### config.mk
export PLATFORM = sky130hd
export DESIGN_NAME = addsub_ccr_unit
export DESIGN_NICKNAME = d
export VERILOG_FILES = /design/src/rtl/addsub_pkg.sv /design/src/rtl/width_sel.sv /design/src/rtl/sized_addsub.sv /design/src/rtl/flag_gen.sv /design/src/rtl/addsub_ccr_unit.sv
export SDC_FILE = /design/constraint.sdc
export NUM_CORES = 1
export LEC_CHECK = 0
export CAP_MARGIN = 20
export CORE_MARGIN = 3
export CORE_UTILIZATION = 35
export CTS_CLUSTER_SIZE = 12
export DETAILED_ROUTE_END_ITERATION = 10
export PLACE_DENSITY = 0.56
export SLEW_MARGIN = 5
export SYNTH_ARGS = -nofsm -noshare
export SYNTH_HDL_FRONTEND = slang
export SYNTH_SLANG_ARGS = --single-unit
export TNS_END_PERCENT = 20
### constraint.sdc
create_clock -name clk -period 5.4 [get_ports clk]
set_input_delay 0.81 -clock clk [delete_from_list [all_inputs] [get_ports clk]]
set_output_delay 0.81 -clock clk [all_outputs]
set_load 0.02 [all_outputs]
### src/rtl/addsub_pkg.sv
package addsub_pkg;
  localparam int DW  = 32;
  localparam int SRW = 16;
  localparam int CCW = 4;

  typedef enum logic [1:0] {
    OP_ADD = 2'd0,
    OP_SUB = 2'd1,
    OP_CMP = 2'd2,
    OP_NEG = 2'd3
  } op_e;

  typedef struct packed {
    logic n;
    logic z;
    logic v;
    logic c;
  } cc_t;
endpackage

### src/rtl/width_sel.sv
module width_sel #(
  parameter int DW = 32
) (
  input  logic [1:0]    size,
  output logic [DW-1:0] mask,
  output logic [DW-1:0] msb_oh
);
  localparam int LANES = DW / 8;

  // Lane 0 is always active, lane 1 for word and up, the rest only for long.
  for (genvar l = 0; l < LANES; l++) begin : g_lane
    logic on;
    if (l == 0) begin : g_b
      assign on = 1'b1;
    end else if (l == 1) begin : g_w
      assign on = (size != 2'b00);
    end else begin : g_l
      assign on = size[1];
    end
    assign mask[l*8 +: 8] = {8{on}};
  end

  always_comb begin
    msb_oh = '0;
    case (size)
      2'b00:   msb_oh[7]    = 1'b1;
      2'b01:   msb_oh[15]   = 1'b1;
      default: msb_oh[DW-1] = 1'b1;
    endcase
  end
endmodule

### src/rtl/sized_addsub.sv
module sized_addsub #(
  parameter int DW = 32
) (
  input  logic [DW-1:0] a,
  input  logic [DW-1:0] b,
  input  logic          sub,
  input  logic [DW-1:0] mask,
  input  logic [DW-1:0] msb_oh,
  output logic [DW-1:0] res,
  output logic          cout,
  output logic          a_s,
  output logic          b_s,
  output logic          r_s
);
  logic [DW:0] am, bm, raw;

  always_comb begin
    am   = {1'b0, a & mask};
    bm   = {1'b0, b & mask};
    raw  = sub ? (am - bm) : (am + bm);
    res  = raw[DW-1:0] & mask;
    // carry or borrow lands one bit above the slice's top bit
    cout = |(raw[DW:1] & msb_oh);
    a_s  = |(a & msb_oh);
    b_s  = |(b & msb_oh);
    r_s  = |(res & msb_oh);
  end
endmodule

### src/rtl/flag_gen.sv
module flag_gen
  import addsub_pkg::*;
#(
  parameter int DW = 32
) (
  input  op_e           op,
  input  logic [DW-1:0] res,
  input  logic          cout,
  input  logic          a_s,
  input  logic          b_s,
  input  logic          r_s,
  output cc_t           cc
);
  always_comb begin
    cc.n = r_s;
    cc.z = (res == '0);
    if (op == OP_ADD)
      cc.v = (a_s == b_s) && (r_s != a_s);
    else
      cc.v = (a_s != b_s) && (r_s != a_s);
    cc.c = (op == OP_NEG) ? (res != '0) : cout;
  end
endmodule

### src/rtl/addsub_ccr_unit.sv
module addsub_ccr_unit
  import addsub_pkg::*;
#(
  parameter int DW  = addsub_pkg::DW,
  parameter int SRW = addsub_pkg::SRW
) (
  input  logic           clk,
  input  logic           rst,
  input  logic           en,
  input  logic [1:0]     op,
  input  logic [1:0]     size,
  input  logic [DW-1:0]  src,
  input  logic [DW-1:0]  dst,
  input  logic           dst_is_areg,
  input  logic [SRW-1:0] sr_in,
  output logic [DW-1:0]  result_o,
  output logic           wr_o,
  output logic           upd_o,
  output logic [SRW-1:0] sr_o
);
  localparam int CCW = addsub_pkg::CCW;

  op_e           op_t;
  logic [DW-1:0] mask, msb_oh, opa, opb, res, merged;
  logic          cout, a_s, b_s, r_s, is_sub, hold_cc, do_wr;
  cc_t           cc;

  assign op_t   = op_e'(op);
  assign is_sub = (op_t != OP_ADD);
  assign opa    = (op_t == OP_NEG) ? '0  : dst;
  assign opb    = (op_t == OP_NEG) ? dst : src;

  width_sel #(.DW(DW)) u_ws (.size(size), .mask(mask), .msb_oh(msb_oh));

  sized_addsub #(.DW(DW)) u_as (
    .a(opa), .b(opb), .sub(is_sub), .mask(mask), .msb_oh(msb_oh),
    .res(res), .cout(cout), .a_s(a_s), .b_s(b_s), .r_s(r_s)
  );

  flag_gen #(.DW(DW)) u_fg (
    .op(op_t), .res(res), .cout(cout), .a_s(a_s), .b_s(b_s), .r_s(r_s), .cc(cc)
  );

  assign merged  = res | (dst & ~mask);
  assign hold_cc = dst_is_areg && ((op_t == OP_ADD) || (op_t == OP_SUB));
  assign do_wr   = (op_t != OP_CMP);

  always_ff @(posedge clk) begin
    if (rst) begin
      result_o <= '0;
      wr_o     <= 1'b0;
      upd_o    <= 1'b0;
      sr_o     <= '0;
    end else if (en) begin
      if (do_wr) result_o <= merged;
      wr_o  <= do_wr;
      upd_o <= !hold_cc;
      sr_o  <= hold_cc ? sr_in : {sr_in[SRW-1:CCW], cc};
    end else begin
      wr_o  <= 1'b0;
      upd_o <= 1'b0;
    end
  end

  p_cmp_no_write_r6: assert property (@(posedge clk) disable iff (rst)
    (en && op_t == OP_CMP) |=> !wr_o);

  p_areg_hold_r5: assert property (@(posedge clk) disable iff (rst)
    (en && dst_is_areg && (op_t == OP_ADD || op_t == OP_SUB))
      |=> (!upd_o && wr_o && sr_o == $past(sr_in)));

  p_high_bits_r9: assert property (@(posedge clk) disable iff (rst)
    en |=> (sr_o[SRW-1:CCW] == $past(sr_in[SRW-1:CCW])));

  p_neg_carry_r7: assert property (@(posedge clk) disable iff (rst)
    (en && op_t == OP_NEG) |=> (sr_o[0] == !sr_o[2]));

  p_idle_quiet_r10: assert property (@(posedge clk) disable iff (rst)
    !en |=> (!wr_o && !upd_o && $stable(result_o) && $stable(sr_o)));

  p_nz_excl_r4: assert property (@(posedge clk) disable iff (rst)
    upd_o |-> !(sr_o[3] && sr_o[2]));
endmodule

==> flow_metrics.py, run 1 <==
metrics = {
    "critical_path": {
        "arrival_ns": 5.39,
        "crit_chain": "clkdlybuf4s50_1, buf_4, and2_4, mux2i_4, ha_4, nand3_4, nor3_4, inv_1, o21ai_0, a22oi_1, ha_2, buf_4, nand2_1, nor4_1, o21ai_2, a41oi_2, buf_4, a31oi_1, xnor2_1, o31a_1, nor4_4, a21o_1",
        "crit_path_frequent_cell": "buf_4",
        "critPathSlowestCell": "clkdlybuf4s50_1",
        "end_kind": "flop",
        "critPathLaunchType": "input port",
        "cp_max_fo": 6,
        "critical_path_class": "in2reg",
        "cp.required_ns": 5.64,
        "critPathMaxStageDelay_ns": 0.54,
        "rr_worst_depth": 6,
    },
    "place": {
        "routabilityCongestion": 0.882,
        "io_buffer_count": 137,
        "place_area_sq_mm": 0.00880,
        "dp_hpwl_um": 18000,
    },
    "routing": {
        "vias_per_cell": 5.25,
        "num_vias": 7049,
        "totalWireLength_um": 21700,
        "wl_per_cell_um": 16.2,
        "drtPass1Iterations": 5,
        "drcViolationCount": 0,
        "drtIter0Drc": 460,
        "ant_nets": 0,
    },
    "layout": {
        "fill_cells": 1664,
        "final_cell_area_sq_mm": 0.00911,
        "finalNetCount": 1244,
        "layout-drive-gt1-share_pct": 23.0,
        "area_growth_pct": 51.1,
        "antenna_cells": 0,
    },
    "timing": {
        "fmax_mhz": 194,
        "rsz0062_at_grt": "true",
        "fin_crit_sh_pct": 95.4,
        "hold_violations": 0,
        "slew_viol_final": 0,
        "setup_violations": 0,
        "fin_crit_ns": 5.15,
        "max_slew.worst_pin.slew_ns": 1.04,
        "relSlewSlack_pct": 30.6,
        "finalClockSkew_ns": 0,
    },
    "logic_synthesis": {
        "avgSynthCellArea_sq_um": 7.09,
        "synth-seq-cells": 50,
        "synth_edf_count": 0,
        "synthFlopType": "dfxtp_1",
        "synth_cell_types": 89,
        "yosysWarnings": 0,
        "synth_async_sr_flop_share_pct": 0,
        "syn_nets": 972,
        "synth_cells": 850,
        "synth_area_sq_mm": 0.00603,
        "yosysSeqAreaShare_pct": 16.6,
    },
    "run": {
        "cap_violations": 0,
    },
    "die": {
        "core_sq_mm": 0.0167,
        "ios": 138,
        "die_w_um": 137,
        "die_area_sq_mm": 0.0188,
        "start_util_pct": 36.1,
        "chipHeight_um": 137,
        "num_rows": 47,
    },
    "power_and_ir_drop": {
        "leakage_uw": 0.00394,
        "p_int_uw": 1160,
        "pwr-share-clk_pct": 15.4,
        "peakVddDrop_uv": 177,
        "p_sw_uw": 749,
        "sw_frac_of_total_pct": 39.2,
        "powerDensity_mw_per_mm2": 210,
        "power_uw": 1910,
        "seqPwrFrac_pct": 22.0,
        "pwr-share-comb_pct": 62.6,
    },
    "clock_network": {
        "cts_hold_buf": 0,
        "cts_buffer_depth": 2,
        "cts_tree": "built",
        "numCtsBuffers": 5,
        "clk_latency_ns": 0.29,
        "h-tree-depth": 2,
        "clkSinkCount": 50,
        "path_clk_slew_ns": 0.06,
        "cts-root-buf": "clkbuf_16",
    },
    "global_route": {
        "grt_first_pass_wirelength_um": 33700,
        "antenna_found_initial": 1,
        "grt_pass1_vias": 6389,
        "grt-ovfl-total": 0,
        "grt.total_usage_pct": 22.3,
        "grt_max_degree": 52,
    },
    "hold_path": {
        "holdPathStages": 2,
        "min_path_type": "reg2reg",
    },
    "status": {
        "outcome": "finished clean",
    },
}
-- final timing paths --
check	start	end	slack [ns]
setup / recovery	op[0]	sr_o[2]$_SDFFE_PP0P_	0.25
hold / removal	result_o[21]$_SDFFE_PP0P_	result_o[21]$_SDFFE_PP0P_	0.45
setup reg to reg	sr_o[0]$_SDFFE_PP0P_	sr_o[0]$_SDFFE_PP0P_	4.28
hold reg to reg	result_o[21]$_SDFFE_PP0P_	result_o[21]$_SDFFE_PP0P_	0.45
-- cells in the mapped netlist (5+ instances only) --
library cell / count / share of area, %
a211oi_1: 24 / 3.0
a21o_1: 16 / 2.0
a21oi_1: 82 / 6.8
a22oi_1: 5 / 0.62
a311oi_1: 5 / 0.73
a31oi_1: 7 / 0.73
and2_1: 14 / 1.5
and3_1: 30 / 3.1
buf_2: 7 / 0.58
clkbuf_1: 38 / 2.4
dfxtp_1: 50 / 17
ha_1: 33 / 6.8
inv_1: 8 / 0.50
mux2i_1: 29 / 4.8
nand2_1: 123 / 7.7
nand2b_1: 12 / 1.2
nand3_1: 20 / 1.7
nand4_1: 6 / 0.62
nor2_1: 92 / 5.7
nor3_1: 13 / 1.1
nor3b_1: 6 / 0.75
nor4_1: 8 / 0.83
o211ai_1: 11 / 1.4
o21a_1: 9 / 1.1
o21ai_0: 40 / 3.3
o21ai_1: 9 / 0.75
o31ai_1: 6 / 0.75
or3_1: 5 / 0.52
xnor2_1: 20 / 2.9
xor2_1: 24 / 3.5
-- stage by stage --
stage,hold slack [ns],setup slack [ns],setup TNS [ns],util (%),instances
detailed placement,0.445,-0.277,-0.807,52.7,1334
floorplan,0.530,0.384,0,-,850
CTS,0.452,0.0264,0,53.5,1341
finish,0.450,0.247,0,54.6,1342
global route,0.470,-0.0252,-0.0414,54.6,1342
global placement,0.440,-0.215,-0.702,52.7,1334
-- metal layers --
metal  routed length, um  GRT usage, %  vias to the layer above
li1                    -             -                     3638
met1               11400          36.6                     3191
met2                8680          32.0                      208
met3                1440          1.50                       12
met4                 159          3.33                        0
met5                   0             0                        -
-- timing repair --
| action | CTS | global route |
|---|---|---|
| buffers inserted | 0 | 1 |
| endpoints found under the setup margin | 1 | 8 |
| pin swaps | 1 | 12 |
| cloned | 0 | 0 |
| gates resized for setup | 1 | 37 |
-- placed cells by master (no fill, tap or decap), types with 5 or more instances in the layout --
master | synthesis | routed
dfxtp_1 | 50 | 50
o21ai_1 | 9 | 11
nor3b_1 | 6 | 5
a31oi_1 | 7 | 7
o21ai_2 | 3 | 5
a21oi_2 | 2 | 14
and3_1 | 30 | 30
o21a_1 | 9 | 9
or3_1 | 5 | 5
a211oi_1 | 24 | 24
o31ai_1 | 6 | 5
a311oi_1 | 5 | 5
mux2i_1 | 29 | 27
o21ai_0 | 40 | 36
ha_1 | 33 | 29
nor3_1 | 13 | 13
nand2_1 | 123 | 123
clkdlybuf4s50_1 | 0 | 135
nor4_1 | 8 | 6
nand4_1 | 6 | 6
buf_4 | 2 | 181
a21o_1 | 16 | 16
a21oi_1 | 82 | 70
nand3_1 | 20 | 20
nor2_1 | 92 | 92
clkbuf_16 | 0 | 5
xnor2_1 | 20 | 20
and2_1 | 14 | 14
nand2b_1 | 12 | 12
xor2_1 | 24 | 24
inv_1 | 8 | 8
o211ai_1 | 11 | 11
-- cell families after synthesis --
group / Yosys count / synth area share [%]
buffers and inverters: 65 / 4.77
AOI/OAI and AO/OA: 263 / 29.3
xor gates and xnor gates: 44 / 6.39
DFF: 50 / 16.6
muxes: 37 / 6.79
and+or+nand+nor: 357 / 28.9
adders and majority gates: 34 / 7.18
-- critical path: cells and delay by family --
kind                       cells  cell delay (ns)
adders and majority gates      2             0.57
muxes                          1             0.29
AOI/OAI and AO/OA              7             1.25
and+or+nand+nor                6             1.22
buffers and inverters          5             1.09
xor gates and xnor gates       1             0.16
-- power groups by stage --
| stage | combinational, uW | sequential [uW] | clock, uW |
|---|---|---|---|
| 5_1_grt | 1300 | 424 | 318 |
| 6_report | 1200 | 420 | 294 |
| 4_1_cts | 1160 | 420 | 306 |
| 2_1_floorplan | 582 | 468 | 0 |
| 3_5_place_dp | 1160 | 428 | 0 |
| 3_3_place_gp | 1150 | 427 | 0 |
-- sequential cells by signal (all words and copies together) (netlist names) --
name      cells
wr_o          1
upd_o         1
sr_o         16
result_o     32
-- cell type report --
class | count | area [sq um] | area share, %
inverters | 10 | 37.5 | 0.412
multi-input cells | 735 | 4910 | 53.9
flip-flops and latches | 50 | 1000 | 11.0
clock inverters | 2 | 10.0 | 0.110
repair buffers | 320 | 2750 | 30.2
well taps | 220 | 275 | 3.02
clock buffers | 5 | 125 | 1.37
(Power assumes the default switching activity.)
==> run 2: changes to the inputs <==
--- a/config.mk
+++ b/config.mk
@@ -10,7 +10,9 @@
 export CORE_UTILIZATION = 35
 export CTS_CLUSTER_SIZE = 12
 export DETAILED_ROUTE_END_ITERATION = 10
+export GPL_TIMING_DRIVEN = 0
 export PLACE_DENSITY = 0.56
+export REMOVE_ABC_BUFFERS = 1
 export SLEW_MARGIN = 5
 export SYNTH_ARGS = -nofsm -noshare
 export SYNTH_HDL_FRONTEND = slang
==> constraint.sdc (replaced) <==
create_clock -name clk -period 6.5 [get_ports clk]
set_input_delay 0.975 -clock clk [delete_from_list [all_inputs] [get_ports clk]]
set_output_delay 0.975 -clock clk [all_outputs]
set_load 0.02 [all_outputs]
==> run 2 against run 1 <==
  * Core utilization decreased by 8.4 points
  * Via count decreased by 7.6%
  * Register-to-register slack improved by 1.0 ns
  * Global-route usage decreased by 1.0 points
  * Clock power decreased by 9.2%
  * Worst hold slack improved by 0.0042 ns
  * Count of clock-buffer cells in the layout unchanged
  * First-iteration DRC count decreased by 14%
  * Clock skew unchanged
  * Critical endpoint unchanged
  * Largest power group unchanged
  * Highest routed layer unchanged
==> flow_metrics.py, run 2 (synthesized netlist as in run 1, its figures left out) <==
metrics = {
    "status": {
        "outcome": "finished clean",
    },
    "layout": {
        "mostFrequentLayoutCell": "clkdlybuf4s50_1",
        "area_growth_pct": 27.8,
        "fin_util_pct": 46.1,
        "final_cell_area_sq_mm": 0.00770,
        "largest-register": "result_o",
        "final_cell_mix": "clkdlybuf4s50_1 (132), nand2_1 (123), nor2_1 (90)",
        "fill_cells": 1785,
        "largest_registers": "result_o (32), sr_o (16)",
        "largest_reg_flops": 32,
        "layout.cells.non_filler": 1167,
        "layout-drive-gt1-share_pct": 6.77,
        "finalNetCount": 1067,
    },
    "place": {
        "place_area_sq_mm": 0.00749,
        "dp_hpwl_um": 16000,
        "routabilityCongestion": 0.945,
        "place_inst": 1156,
        "io_buffer_count": 137,
    },
    "timing": {
        "fmax_mhz": 161,
        "finalClockSkew_ns": 0,
        "slew_viol_final": 0,
        "max_slew.worst_pin.slew_ns": 1.07,
        "tns_ns": 0,
        "relSlewSlack_pct": 28.4,
        "fin_crit_sh_pct": 95.5,
        "rsz0062_at_grt": "false",
        "setup_violations": 0,
        "fin_crit_ns": 6.21,
        "hold_violations": 0,
    },
    "die": {
        "start_util_pct": 36.1,
        "core_sq_mm": 0.0167,
        "num_rows": 47,
        "die_w_um": 137,
        "chipHeight_um": 137,
        "die_area_sq_mm": 0.0188,
        "ios": 138,
    },
    "clock_network": {
        "h-tree-depth": 2,
        "path_clk_slew_ns": 0.07,
        "clk_latency_ns": 0.29,
        "cts_buffer_depth": 2,
        "numCtsBuffers": 5,
        "cts_hold_buf": 0,
        "cts_tree": "built",
        "cts-root-buf": "clkbuf_16",
        "clkSinkCount": 50,
    },
    "critical_path": {
        "cp_max_fo": 6,
        "crit_path_frequent_cell": "o21ai_1",
        "critical_path_class": "in2reg",
        "critPathSlowestCell": "or4_1",
        "arrival_ns": 6.40,
        "critPathLaunchType": "input port",
        "cp.required_ns": 6.69,
        "critPathMaxStageDelay_ns": 0.61,
        "crit_chain": "clkdlybuf4s50_1, or4_1, o31ai_4, nor3b_4, and4_1, and3_1, and2_1, o21ai_1, o21ai_1, a21oi_1, ha_1, a21oi_1, o21ai_1, a31o_2, a21oi_2, nor2b_1, nor4_2, nor2_1, a41oi_1, nor4_2, buf_4, a21o_1",
        "end_kind": "flop",
    },
    "run": {
        "cap_violations": 0,
    },
    "routing": {
        "ant_nets": 0,
        "drt-met1-wl_um": 10300,
        "drcViolationCount": 0,
        "vias_per_cell": 5.58,
        "wl_per_cell_um": 17.6,
        "totalWireLength_um": 20500,
        "num_vias": 6515,
        "met2_wirelength_um": 8680,
        "drtPass1Iterations": 5,
        "wl_met3_um": 1320,
        "top_layer": "met4",
        "drtIter0Drc": 394,
    },
    "power_and_ir_drop": {
        "powerDensity_mw_per_mm2": 182,
        "peakVddDrop_uv": 106,
        "leakage_uw": 0.00309,
    },
    "global_route": {
        "grt_first_pass_wirelength_um": 32300,
        "grt.total_usage_pct": 21.3,
        "grt_max_degree": 66,
        "grt-ovfl-total": 0,
        "antenna_found_initial": 1,
        "grt_pass1_vias": 6013,
    },
    "hold_path": {
        "min_path_type": "reg2reg",
    },
}
[run 2: changes by cell type in the layout (fill, tap and decap cells not counted), sizes merged]
cell / change
buf: -176
clkbuf: +1
clkdlybuf4s50: -3
clkinvlp: +1
diode: +1
dlymetal6s2s: +1
[run 2: critical path, delay by kind of cell]
family / cells / cell delay [ns]
compound gates: 10 / 2.06
fa+ha+maj: 1 / 0.38
buf+inv: 2 / 0.65
simple gates: 9 / 2.30
[run 2: power breakdown]
group	switching [uW]	leakage, uW	internal [uW]
combinational	455	0.00261	327
clock	124	0.0000698	143
sequential	14.9	0.000413	335
total	594	0.00309	805
[run 2: metal layers]
layer	global-route usage, %	up-vias
met5	0	-
met4	4.77	0
met3	1.94	19
met2	32.2	208
met1	32.6	3002
li1	-	3286
[run 2: stage by stage]
step | setup slack (ns) | hold WS, ns | power (uW)
finish | 0.294 | 0.454 | 1400
floorplan | 1.22 | 0.524 | 850
CTS | 0.0207 | 0.457 | 1400
global placement | -2.09 | 0.440 | 1120
detailed placement | -1.50 | 0.447 | 1130
global route | 0.0168 | 0.486 | 1500
[run 2: worst paths after layout]
check / start / end / slack, ns / cells after the start
max reg2reg: sr_o[0]$_SDFFE_PP0P_ / sr_o[0]$_SDFFE_PP0P_ / 5.33 / 6
min reg2reg: result_o[4]$_SDFFE_PP0P_ / result_o[4]$_SDFFE_PP0P_ / 0.45 / 2
min: result_o[4]$_SDFFE_PP0P_ / result_o[4]$_SDFFE_PP0P_ / 0.45 / 2
max: dst[3] / sr_o[2]$_SDFFE_PP0P_ / 0.29 / 22
[run 2: timing repair]
| action | CTS | global route |
|---|---|---|
| buffers inserted | 0 | 2 |
| setup endpoints to repair | 11 | 2 |
| pin swaps | 1 | 4 |
| gates resized for setup | 9 | 8 |
[run 2: cell type report]
cell class	instances	area, sq um	area share (%)
multi-input cells	735	4790	62.2
inverters	10	37.5	0.487
flip-flops and latches	50	1000	13.0
well taps	220	275	3.57
repair buffers	143	1450	18.8
clock inverters	3	21.3	0.276
clock buffers	5	125	1.62
diodes	1	2.50	0.0325
==> run 3: changes to the inputs <==
--- a/config.mk
+++ b/config.mk
@@ -5,9 +5,10 @@
 export SDC_FILE = /design/constraint.sdc
 export NUM_CORES = 1
 export LEC_CHECK = 0
-export CAP_MARGIN = 20
+export CAP_MARGIN = 5
 export CORE_MARGIN = 3
 export CORE_UTILIZATION = 35
+export CTS_BUF_LIST = sky130_fd_sc_hd__clkbuf_4 sky130_fd_sc_hd__clkbuf_8 sky130_fd_sc_hd__clkbuf_16
 export CTS_CLUSTER_SIZE = 12
 export DETAILED_ROUTE_END_ITERATION = 10
 export GPL_TIMING_DRIVEN = 0
==> results of run 3 <==
Final layout, timing and power as in run 2 (identical DEF).
